## config.mk

```make
export PLATFORM = sky130hd
export DESIGN_NAME = pwr_mode_ctrl
export DESIGN_NICKNAME = d
export VERILOG_FILES = /design/src/rtl/pmc_pkg.sv /design/src/rtl/pmc_wake_arb.sv /design/src/rtl/pmc_fsm.sv /design/src/rtl/pmc_src_reg.sv /design/src/rtl/pwr_mode_ctrl.sv
export SDC_FILE = /design/constraint.sdc
export NUM_CORES = 1
export LEC_CHECK = 0
export ABC_CLOCK_PERIOD_IN_PS = 4700
export BUFFER_PORTS_ARGS = -buffer_cell sky130_fd_sc_hd__buf_4
export CAP_MARGIN = 10
export CORE_ASPECT_RATIO = 1.2
export CORE_MARGIN = 1.5
export CORE_UTILIZATION = 40
export CTS_CLUSTER_DIAMETER = 200
export DETAILED_ROUTE_END_ITERATION = 10
export PLACE_DENSITY = 0.7
export SKIP_LAST_GASP = 1
export SYNTH_ARGS = -nofsm -noshare
export SYNTH_HDL_FRONTEND = slang
export SYNTH_SLANG_ARGS = --single-unit
export TNS_END_PERCENT = 30
```

## constraint.sdc

```tcl
create_clock -name clk -period 4.7 [get_ports clk]
set_input_delay 0.94 -clock clk [delete_from_list [all_inputs] [get_ports clk]]
set_output_delay 0.94 -clock clk [all_outputs]
set_load 0.02 [all_outputs]
```

## src/rtl/pmc_pkg.sv

```systemverilog
package pmc_pkg;

    typedef enum logic [1:0] {
        PM_RUN   = 2'd0,
        PM_IDLE  = 2'd1,
        PM_SLEEP = 2'd2,
        PM_WAKE  = 2'd3
    } pm_state_e;

    typedef enum logic [1:0] {
        WK_NONE = 2'd0,
        WK_IRQ  = 2'd1,
        WK_WDT  = 2'd2,
        WK_RST  = 2'd3
    } wake_cause_e;

    localparam logic PS_SLEEP = 1'b0;
    localparam logic PS_IDLE  = 1'b1;

    typedef struct packed {
        logic cpu;
        logic per;
        logic osc;
        logic lprc;
        logic fscm;
    } gate_t;

    typedef struct packed {
        logic        hit;
        wake_cause_e cause;
    } wake_t;

    function automatic gate_t gates_for(pm_state_e st, logic wdt_on);
        gate_t g;
        case (st)
            PM_RUN:   g = '{cpu: 1'b1, per: 1'b1, osc: 1'b1, lprc: 1'b1, fscm: 1'b1};
            PM_IDLE:  g = '{cpu: 1'b0, per: 1'b1, osc: 1'b1, lprc: 1'b1, fscm: 1'b1};
            PM_SLEEP: g = '{cpu: 1'b0, per: 1'b0, osc: 1'b0, lprc: wdt_on, fscm: 1'b0};
            default:  g = '{cpu: 1'b0, per: 1'b0, osc: 1'b1, lprc: 1'b1, fscm: 1'b0};
        endcase
        return g;
    endfunction

endpackage

```

## src/rtl/pmc_wake_arb.sv

```systemverilog
module pmc_wake_arb
    import pmc_pkg::*;
#(
    parameter int N_IRQ = 8
) (
    input  logic [N_IRQ-1:0] irq_pend,
    input  logic [N_IRQ-1:0] irq_en,
    input  logic             wdt_timeout,
    input  logic             dev_rst,
    output wake_t            wk
);
    logic [N_IRQ-1:0] irq_live;

    for (genvar i = 0; i < N_IRQ; i++) begin : g_mask
        assign irq_live[i] = irq_pend[i] & irq_en[i];
    end

    always_comb begin
        wk.hit   = 1'b1;
        if (dev_rst)          wk.cause = WK_RST;
        else if (wdt_timeout) wk.cause = WK_WDT;
        else if (|irq_live)   wk.cause = WK_IRQ;
        else begin
            wk.cause = WK_NONE;
            wk.hit   = 1'b0;
        end
    end
endmodule

```

## src/rtl/pmc_fsm.sv

```systemverilog
module pmc_fsm
    import pmc_pkg::*;
#(
    parameter int CNT_W = 8
) (
    input  logic             clk,
    input  logic             rst,
    input  logic             ps_req,
    input  logic             ps_mode,
    input  wake_t            wk,
    input  logic [CNT_W-1:0] startup_cycles,
    output pm_state_e        state,
    output wake_cause_e      cause,
    output logic             sleep_accept
);
    pm_state_e        state_n;
    wake_cause_e      cause_n;
    logic [CNT_W-1:0] hold_q, hold_n;
    logic             rst_wake;

    assign rst_wake = wk.hit && (wk.cause == WK_RST);

    always_comb begin
        state_n = state;
        hold_n  = hold_q;
        if (rst_wake) begin
            state_n = PM_RUN;
            hold_n  = '0;
        end else begin
            case (state)
                PM_RUN:   if (ps_req) state_n = (ps_mode == PS_IDLE) ? PM_IDLE : PM_SLEEP;
                PM_IDLE:  if (wk.hit) state_n = PM_RUN;
                PM_SLEEP: if (wk.hit) begin
                    state_n = PM_WAKE;
                    hold_n  = startup_cycles;
                end
                default: begin
                    if (hold_q == '0) state_n = PM_RUN;
                    else              hold_n  = hold_q - 1'b1;
                end
            endcase
        end
    end

    always_comb begin
        cause_n = cause;
        if (rst_wake)
            cause_n = WK_RST;
        else if (wk.hit && (state == PM_IDLE || state == PM_SLEEP))
            cause_n = wk.cause;
    end

    assign sleep_accept = (state == PM_RUN) && ps_req && (ps_mode == PS_SLEEP) && !rst_wake;

    always_ff @(posedge clk) begin
        if (rst) begin
            state  <= PM_RUN;
            cause  <= WK_NONE;
            hold_q <= '0;
        end else begin
            state  <= state_n;
            cause  <= cause_n;
            hold_q <= hold_n;
        end
    end
endmodule

```

## src/rtl/pmc_src_reg.sv

```systemverilog
module pmc_src_reg #(
    parameter int             SRC_W       = 3,
    parameter logic [SRC_W-1:0] DEFAULT_SRC = '0
) (
    input  logic             clk,
    input  logic             rst,
    input  logic             force_default,
    input  logic             load_ok,
    input  logic             src_wr,
    input  logic [SRC_W-1:0] src_val,
    output logic [SRC_W-1:0] src_q
);
    always_ff @(posedge clk) begin
        if (rst || force_default) src_q <= DEFAULT_SRC;
        else if (load_ok && src_wr) src_q <= src_val;
    end
endmodule

```

## src/rtl/pwr_mode_ctrl.sv

```systemverilog
module pwr_mode_ctrl
    import pmc_pkg::*;
#(
    parameter int               N_IRQ       = 8,
    parameter int               SRC_W       = 3,
    parameter int               CNT_W       = 8,
    parameter logic [SRC_W-1:0] DEFAULT_SRC = '0
) (
    input  logic             clk,
    input  logic             rst,
    input  logic             ps_req,
    input  logic             ps_mode,
    input  logic             src_wr,
    input  logic [SRC_W-1:0] src_val,
    input  logic [N_IRQ-1:0] irq_pend,
    input  logic [N_IRQ-1:0] irq_en,
    input  logic             wdt_en,
    input  logic             wdt_timeout,
    input  logic             dev_rst,
    input  logic [CNT_W-1:0] startup_cycles,
    output logic             cpu_clk_en,
    output logic             per_clk_en,
    output logic             osc_en,
    output logic             lprc_en,
    output logic             fscm_en,
    output logic             wdt_clr,
    output logic [SRC_W-1:0] clk_src_o,
    output logic [1:0]       wake_cause
);
    wake_t       wk;
    pm_state_e   state;
    wake_cause_e cause;
    logic        sleep_accept;
    gate_t       gates;

    pmc_wake_arb #(.N_IRQ(N_IRQ)) u_arb (
        .irq_pend    (irq_pend),
        .irq_en      (irq_en),
        .wdt_timeout (wdt_timeout),
        .dev_rst     (dev_rst),
        .wk          (wk)
    );

    pmc_fsm #(.CNT_W(CNT_W)) u_fsm (
        .clk            (clk),
        .rst            (rst),
        .ps_req         (ps_req),
        .ps_mode        (ps_mode),
        .wk             (wk),
        .startup_cycles (startup_cycles),
        .state          (state),
        .cause          (cause),
        .sleep_accept   (sleep_accept)
    );

    pmc_src_reg #(.SRC_W(SRC_W), .DEFAULT_SRC(DEFAULT_SRC)) u_src (
        .clk           (clk),
        .rst           (rst),
        .force_default (dev_rst),
        .load_ok       (state == PM_RUN),
        .src_wr        (src_wr),
        .src_val       (src_val),
        .src_q         (clk_src_o)
    );

    assign gates      = gates_for(state, wdt_en);
    assign cpu_clk_en = gates.cpu;
    assign per_clk_en = gates.per;
    assign osc_en     = gates.osc;
    assign lprc_en    = gates.lprc;
    assign fscm_en    = gates.fscm;
    assign wdt_clr    = sleep_accept & wdt_en;
    assign wake_cause = cause;
endmodule

```

### Word level (Yosys, flattened, before mapping)

Cells that the tools add are included.

* register bits after elaboration: 15
* bits in latches: 0
* memory bits (writable): 0
* ROM bits: 0
* input port bits: 35
* output and inout bits: 11
* word-level logic and storage cells: 59
* memories kept: 0

* add/sub/neg operators: 1
* multiply operators: 0
* divide/modulo/power cells: 0
* magnitude comparators: 0
* eq/ne operators: 7
* shift operators: 0
* multiplexer cells: 18
* bitwise gates (word level): 11
* reduce and logical (&&, ||, !) cells: 18

Operators by type and width (count)
* two-way mux 2 bit: 9
* two-way mux 8 bit: 2
* case mux 8 bit (2 select lines): 1
* case mux 5 bit (3 select lines): 1
* AND 1 bit: 9
* zero test 8 bit: 1
* OR reduction 8 bit: 1
* subtractor 8 x 1 -> 8 bit (second input constant): 1
* logical AND 1 bit: 6
* case mux 2 bit (3 select lines): 1
* equality test 2 bit (second input constant): 2
* two-way mux 1 bit: 4
* inequality test 2 x 1 -> 1 bit (second input constant): 2
* inequality test 2 bit (second input constant): 2
* AND reduction 4 bit: 1
* nonzero test 4 bit: 1
* OR reduction 2 bit: 2
* AND reduction 3 bit: 1
* equality test 2 x 1 -> 1 bit (second input constant): 1
* zero test 2 bit: 1
* logical OR 1 bit: 2
* NOT 1 bit: 2
* nonzero test 2 bit: 1
* zero test 1 bit: 1

### Logic depth before layout (Yosys ltp)

Gate-level depths: netlist of the first run.

* depth in word-level cells: 10
* gate-level depth with buffers: 8
* depth with buffers taken out: 7

### By module

Synthesis of the first run repeated with hierarchy kept, for this count alone.

* cells, all modules: 141
* area total of the unflattened synthesis: 1097.3 um2

Modules (own cells, without submodules)
* pmc_fsm: times used 1, cells each 113, area each 868.3 um2, seq. area each 240.2 um2
* pmc_src_reg: times used 1, cells each 13, area each 126.4 um2, seq. area each 60.1 um2
* pmc_wake_arb: times used 1, cells each 9, area each 65.1 um2, seq. area each 0.0 um2
* pwr_mode_ctrl: times used 1, cells each 6, area each 37.5 um2, seq. area each 0.0 um2

### Worst setup path after synthesis of the first run

No wires, ideal clock.

* path type: input to output
* start point: in dev_rst
* end point: out wdt_clr
* data arrival time: 1.609 ns
* required time: 3.760 ns
* path slack: 2.151 ns
* stages: 2
* buffers on the path: 1
* path through: clkbuf_1 -> nor3_1

* cells in the longest elaborated chain, start to end: 6
* elaborated cells between the ends (all ways): 7
* those cells by class: eq/ne: 1; mux: 2; bitwise: 1; reduce/logical: 3

Ends and longest elaborated chain
* from (decl): RTL line pwr_mode_ctrl.sv:19 `input logic dev_rst,`
* two-way mux 2 bit: RTL line pmc_wake_arb.sv:20 `if (dev_rst) wk.cause = WK_RST;`
* equality test 2 bit: RTL line pmc_fsm.sv:21 `assign rst_wake = wk.hit && (wk.cause == WK_RST);`
* logical AND 1 bit *: RTL line pmc_fsm.sv:21
* zero test 1 bit *: RTL line pmc_fsm.sv:53 `assign sleep_accept = (state == PM_RUN) && ps_req && (ps_mode == PS_SLEEP) && !rst_wake;`
* logical AND 1 bit *: RTL line pmc_fsm.sv:53
* AND 1 bit *: RTL line pwr_mode_ctrl.sv:72 `assign wdt_clr = sleep_accept & wdt_en;`
* to (decl): RTL line pwr_mode_ctrl.sv:26 `output logic wdt_clr,`

Mark *: on every way between the ends. The rest lies on a longest branch, timed or not.

### Worst setup path after layout of the first run

* start point: reg u_fsm.state[0]
* end point: out lprc_en

* cells in the longest elaborated chain, start to end: 2
* elaborated cells between the ends (all ways): 4
* those cells by class: eq/ne: 2; mux: 1; reduce/logical: 1

Ends and longest elaborated chain
* from (decl): RTL line pmc_fsm.sv:12 `output pm_state_e state,`
* from (signal assigned): RTL line pmc_fsm.sv:61 `state <= state_n;`
* equality test 2 bit (tied with other cells): RTL line pmc_pkg.sv:35 `case (st)`
* case mux 5 bit (3 select lines) *: RTL line pmc_pkg.sv:35
* to (decl): RTL line pwr_mode_ctrl.sv:24 `output logic lprc_en,`

Marked as above.

==> results by group, run 1 <==
Detailed routing
  – Avg WL per Cell: about 13 um
  – Detail Route Antenna Nets: 0
  – Drt total wl: 2680 um
  – Via count: approximately 1,200
  – Violation count after the first detailed-route iteration: 47
  – DRC viols: 0
  – Drt pass-1 iters: 4
  – Via/cell ratio: 5.61

CTS
  – Post-CTS Setup Bufs: 0
  – H-tree depth: 1
  – CTS Root Cell: clkbuf_4
  – Clk sink count: 15
  – Cts repair resizes: 0
  – Clock transition at the registers of the reported paths: around 100 ps
  – Worst skew pair latency: slightly below 300 ps
  – CTS tree: yes
  – Worst-case clock buffer depth: 2
  – Cts hold-fix bufs: 0
  – Number of CTS-inserted buffers: 3

Cells and area
  – Multi-input logic area: about 680 um2
  – # diodes: 0
  – Core Util, Final: around 57%
  – Filler instances: 254
  – Final net count: about 220
  – FF+latch area: 300 um2
  – Synth-to-Final Area Change: 36.3%
  – Share of cells above drive strength 1: 30.0%

Logic synthesis
  – Largest family of logic cells by synthesized area: simple AND/OR/NAND/NOR gates
  – Cell variety after synth: 37
  – Synth async-reset ratio: 0%
  – Register bit total from synthesis: 15
  – Avg Cell Area, Syn: 7.53 um2
  – Compound-Gate Fraction of Synth Area: between 20% and 30%
  – Synth Area in Adders: under 10%
  – Synthesized area: 1040 um2
  – Post-Synth XOR/XNOR Area: less than 1%
  – Most used DFF post-synth: dfxtp_1
  – Seq/Total Area, Yosys: 28.9%
  – Syn_nets: between 150 and 200
  – Post-synthesis mux area share: less than 1%
  – Post-synth EDFFs: 0
  – Simple-Gate Fraction of Synth Area: just under 30%
  – Syn. warnings: 0
  – Gate Count Post-Synth: roughly 140

Run
  – Max Cap Viol: 0

Power
  – Power Total: about 320 uW
  – Power Dens Cells: approximately 230 nW/um2
  – Leak: around 0.65 nW
  – Part of the power in combinational logic: roughly a third
  – Int Power: roughly 220 uW
  – Switching pwr: between 100 and 150 uW
  – Sw Share: ~32%
  – Clock Power Share: between 20% and 30%
  – VDD IR max: 0.114 mV
  – Sequential Power Share: 42.7%

Critical path
  – Critical path type: reg2out
  – Beginning of the critical path: u_fsm.state[0]
  – Critical Path, Cell by Cell: inv_1 -> ha_1 -> a21oi_1 -> nand2_1 -> buf_4
  – Peak fanout along the critical path: 27
  – Startpoint type of the worst setup path: flip-flop
  – Worst Path Buf+Inv: 2
  – Crit. End Element: output pin
  – Crit-path leading delay family: adder cells
  – Crit path largest cell delay: slightly above 700 ps
  – RR Startpoint: u_fsm.state[0]
  – CP required: between 3000 and 4000 ps
  – Crit path arrival time: around 1900 ps
  – Slowest stage cell, crit path: ha_1

GRT
  – Largest net degree at the start of global routing: 28
  – First-pass GRT wire length: ~4400 um
  – GRT Util Overall: 19.2%
  – Global route overflow: 0
  – Initial antenna violation count: 0
  – Number of global-route vias before repair: roughly 1,100

Floorplan
  – Row count: 20
  – Io pins: 46
  – Die Area: between 2000 and 3000 um2
  – Die height: 58.8 um
  – Die Wd: 49.5 um
  – Initial Util: a little over 40%
  – Core Region: 2500 um2

Timing
  – Crit share post-route: 59.4%
  – Worst hold slack: 461 ps
  – Final setup viols: 0
  – Final Skew: a little under 9 ps
  – Final min period: ~2800 ps
  – Max-slew violation count: 0
  – Worst-margin pin slew: between 800 and 900 ps
  – Max Clk Rate: roughly 360 MHz
  – Max-Slew Margin vs Limit: a little over two fifths
  – RSZ-0062 raised after global routing: no
  – Final Hold Violating Endpoints: 0
  – Setup TNS: 0 ps

Placed design
  – Detailed placer's ending HPWL: 2130 um
  – Gpl congestion: 0.786
  – I/O Buffers: between 40 and 50

Worst hold path
  – Worst hold path class: reg2reg
  – Hold path start: u_src.src_q[0]

Status
  – Status: finished, final reports clean
[placed cells by master, fill, tap and decap left out, types with 5 or more instances in the layout]
cell and n:
buf_4 45, nor2_1 18, nand2_1 15, dfxtp_1 15
a21oi_1 11, inv_1 8, nor3_1 7, ha_1 7
nand3_1 6, a22oi_1 5
[kinds of logic after synthesis]
| group | Yosys count |
|---|---|
| buffers and inverters | 15 |
| AOI/OAI and AO/OA | 37 |
| and+or+nand+nor | 62 |
| xor gates and xnor gates | 1 |
| adders and majority gates | 7 |
| DFF | 15 |
| muxes | 1 |
[power groups by stage]
stage / Combinational [mW] / Clock (mW) / Sequential, mW
after floorplan: 0.0616 / 0 / 0.142
after global placement: 0.105 / 0 / 0.139
after detailed placement: 0.108 / 0 / 0.139
after CTS: 0.108 / 0.0770 / 0.136
after global routing: 0.119 / 0.0806 / 0.137
final: 0.108 / 0.0751 / 0.137
[registers in the layout, indices dropped and copies added (netlist names)]
name          cells
u_src.src_q       3
u_fsm.hold_q      8
u_fsm.cause       2
u_fsm.state       2
[layout make-up]
class	instances	area share, %
clock buffer	3	1.59
clock inverter	1	0.354
inverter	8	2.12
multi-input combinational	108	47.9
sequential	15	21.2
tap	33	2.92
timing repair buffer	45	23.9
[per-stage QoR]
stage	cell area, um2	instances	worst slack, ps
2_1_floorplan	1040	138	2150
3_3_place_gp	1390	209	2240
3_5_place_dp	1390	209	2190
4_1_cts	1420	213	1890
5_1_grt	1420	213	1730
6_report	1420	213	1910
[cell usage after synthesis, types with 2 or more instances]
cell	n	area, um2
nand2_1	15	56.3
nand2b_1	2	12.5
nor2_1	18	67.6
a21oi_1	11	55.1
nor4_1	3	18.8
a32o_1	2	20.0
o32ai_1	3	26.3
o211ai_1	3	22.5
ha_1	7	87.6
inv_1	8	30.0
a211oi_1	2	15.0
a221oi_1	2	17.5
clkbuf_1	6	22.5
or2_2	2	12.5
nand3_1	6	30.0
nor3_1	7	35.0
dfxtp_1	15	300
a22oi_1	5	37.5
and2_1	3	18.8
[per-layer routing]
layer  vias to the layer above  wire length [um]  GRT usage [%]
met5                         -                 0              0
met4                         0                36           9.52
met3                         6               169           2.79
met2                        48              1360           36.1
met1                       554              1110           20.9
li1                        587                 -              -
[worst register-to-register path, cell delays in order, from the launching register on]
cell and delay, ps:
dfxtp_1 390, inv_1 100, ha_1 490, or4b_1 600, o21ai_2 280, inv_1 160, nand2_1 190, mux2i_1 200
[final timing paths]
path | slack, ps | endpoint | cells past startpoint
hold / removal | 460 | u_src.src_q[0] | 2
setup / recovery | 1910 | lprc_en | 5
hold reg to reg | 460 | u_src.src_q[0] | 2
setup reg to reg | 2230 | u_fsm.hold_q[6] | 7
Power figures use the tool's default switching activity.
==> run 2, diff against run 1 <==
ABC_AREA = 1   (was unset)
ABC_CLOCK_PERIOD_IN_PS = 2700   (was 4700)
PLACE_DENSITY = 0.69   (was 0.7)
clock period = 2.7 ns   (was 4.7 ns; I/O delays follow)
==> run 2 against run 1 <==
  * Largest power group unchanged
  * Sequential share of layout area decreased by 1.4 points
  * First-iteration DRC count is 72% lower
  * Non-clock buffer count increased by 2
  * Flip-flop and latch count is the same
  * Via count up 4.8%
  * Largest cell class unchanged
==> results by group, run 2 <==
Status
  – Status: finished, final reports clean

Detailed routing
  – Avg WL per Cell: approximately 11 um
  – DRC viols: 0
  – Via/cell ratio: ~4.8
  – Detail Route Antenna Nets: 0
  – Drt total wl: 2740 um
  – Drt pass-1 iters: 4
  – Via count: about 1,300
  – Violation count after the first detailed-route iteration: 13

Logic synthesis
  – Synthesized area: about 1100 um2
  – Gate Count Post-Synth: 181
  – Syn. warnings: 0
  – Avg Cell Area, Syn: between 6 and 7 um2
  – Synth top area cells: dfxtp_1 (27%), nand2_1 (18%), nor2_1 (12%)
  – Seq/Total Area, Yosys: around 27%
  – Register bit total from synthesis: 15
  – Syn_nets: between 200 and 250
  – Post-synth EDFFs: 0
  – Yosys top cell by area: dfxtp_1
  – Post-synth top area share: a little over a quarter
  – Synth cell count leaders: nand2_1 (54), nor2_1 (37), inv_1 (16)
  – Most used DFF post-synth: dfxtp_1
  – Cell variety after synth: 22
  – Most common cell in the netlist: nand2_1
  – Synth async-reset ratio: 0%

CTS
  – Clock transition at the registers of the reported paths: approximately 110 ps
  – CTS tree: yes
  – Cts repair resizes: 0
  – Post-CTS Setup Bufs: 0
  – Worst-case clock buffer depth: 2
  – H-tree depth: 1
  – Clk sink count: 15
  – Number of CTS-inserted buffers: 3
  – CTS Root Cell: clkbuf_4
  – Worst skew pair latency: a little under 300 ps
  – Cts hold-fix bufs: 0

Cells and area
  – Reg with most FFs: u_fsm.hold_q
  – Final net count: 271
  – # diodes: 0
  – Filler instances: between 200 and 300
  – Multi-input logic area: ~730 um2
  – Commonest non-fill, non-tap cell in the layout: nand2_1
  – Leading registers by flop count: u_fsm.hold_q x8, u_src.src_q x3
  – Most frequent cells in the layout: nand2_1 (54), buf_4 (47), nor2_1 (37)
  – Share of cells above drive strength 1: 26.8%
  – Max FFs per register: 8
  – Synth-to-Final Area Change: 35.7%
  – FF+latch area: approximately 300 um2

Placed design
  – I/O Buffers: 45
  – Detailed placer's ending HPWL: between 2000 and 2500 um
  – Gpl congestion: between 0.8 and 0.9
  – Post-place setup slack: 876 ps

Timing
  – Final setup viols: 0
  – Max-Slew Margin vs Limit: about two thirds
  – Max-slew violation count: 0
  – Max Clk Rate: 473 MHz
  – Setup TNS: 0 ps
  – RSZ-0062 raised after global routing: no
  – Final Hold Violating Endpoints: 0
  – Final min period: 2110 ps
  – PnR worst setup slack: 586 ps
  – Worst-margin pin slew: approximately 510 ps
  – Final Skew: about 11 ps
  – Crit share post-route: between 70% and 80%

Power
  – VDD IR max: roughly 0.32 mV
  – Power Dens Cells: 396 nW/um2
  – Leak: between 0.7 and 0.8 nW

Critical path
  – CP required: between 2000 and 2500 ps
  – Crit. End Element: output pin
  – Startpoint type of the worst setup path: flip-flop
  – Reg2Reg Depth: 8
  – Crit path arrival time: 1570 ps
  – Peak fanout along the critical path: 5
  – Critical path type: reg2out
  – Reg2Reg Setup Slack: 870 ps

Floorplan
  – Io pins: 46
  – Row count: 20
  – Die Area: approximately 3100 um2
  – Die height: around 61 um
  – Core Region: around 2600 um2
  – Die Wd: between 50 and 60 um
  – Initial Util: 43.2%

GRT
  – Global route overflow: 0
  – Largest net degree at the start of global routing: 12
  – Initial antenna violation count: 0
  – GRT Util Overall: between 20% and 30%
  – Number of global-route vias before repair: approximately 1,200
  – First-pass GRT wire length: roughly 4800 um

Worst hold path
  – Worst hold path depth: 2
  – Worst hold path class: in2reg

Run
  – Max Cap Viol: 0
[run 2: cell type report]
class	instances	area share, %
clock buffer	3	1.49
clock inverter	1	0.331
inverter	16	3.97
multi-input combinational	146	48.3
sequential	15	19.9
tap	33	2.73
timing repair buffer	47	23.3
[run 2: metal layers]
| layer | track usage (%) | wire length [um] | vias up |
|---|---|---|---|
| li1 | - | - | 666 |
| met5 | 0 | 0 | - |
| met2 | 39.0 | 1420 | 40 |
| met3 | 3.20 | 147 | 6 |
| met1 | 22.0 | 1130 | 540 |
| met4 | 7.72 | 40 | 0 |
[run 2: logic make-up (layout without fill, tap and decap cells)]
family                   count (synthesis)  after routing  share of synthesized area [%]
XOR/XNOR                                 1              1                          0.787
adder cells (fa/ha/maj)                  7              7                           7.86
buffers and inverters                   20             67                           7.53
multiplexers                             1              1                          0.899
AO/OA/AOI/OAI                           20             20                           10.0
AND/OR/NAND/NOR                        117            117                           46.0
flip-flops                              15             15                           27.0
[run 2: report_power, final]
part / total, mW / switching [mW] / internal (mW)
clock network: 0.137 / 0.0819 / 0.0551
registers: 0.240 / 0.00809 / 0.231
logic: 0.221 / 0.122 / 0.0997
[run 2: per-stage QoR]
step / util, % / cells / power [mW] / hold slack [ps] / area [um2]
floorplan: - / 181 / 0.383 / 474 / 1110
global placement: 57.6 / 257 / 0.463 / 451 / 1480
detailed placement: 57.6 / 257 / 0.467 / 457 / 1480
CTS: 58.6 / 261 / 0.605 / 409 / 1510
global route: 58.6 / 261 / 0.635 / 417 / 1510
finish: 58.6 / 261 / 0.598 / 416 / 1510
[run 2: final timing paths]
kind | start | end
setup / recovery | u_fsm.state[0] | wdt_clr
setup reg to reg | u_fsm.state[0] | u_fsm.hold_q[6]
hold / removal | rst | u_fsm.cause[0]
hold reg to reg | u_fsm.cause[0] | u_fsm.cause[0]
[run 2: worst max-delay path, cell delays in order (launching register included)]
cell     delay [ps]
dfxtp_1         350
inv_1           120
ha_1            270
inv_1           110
nor4_1          230
buf_4           190
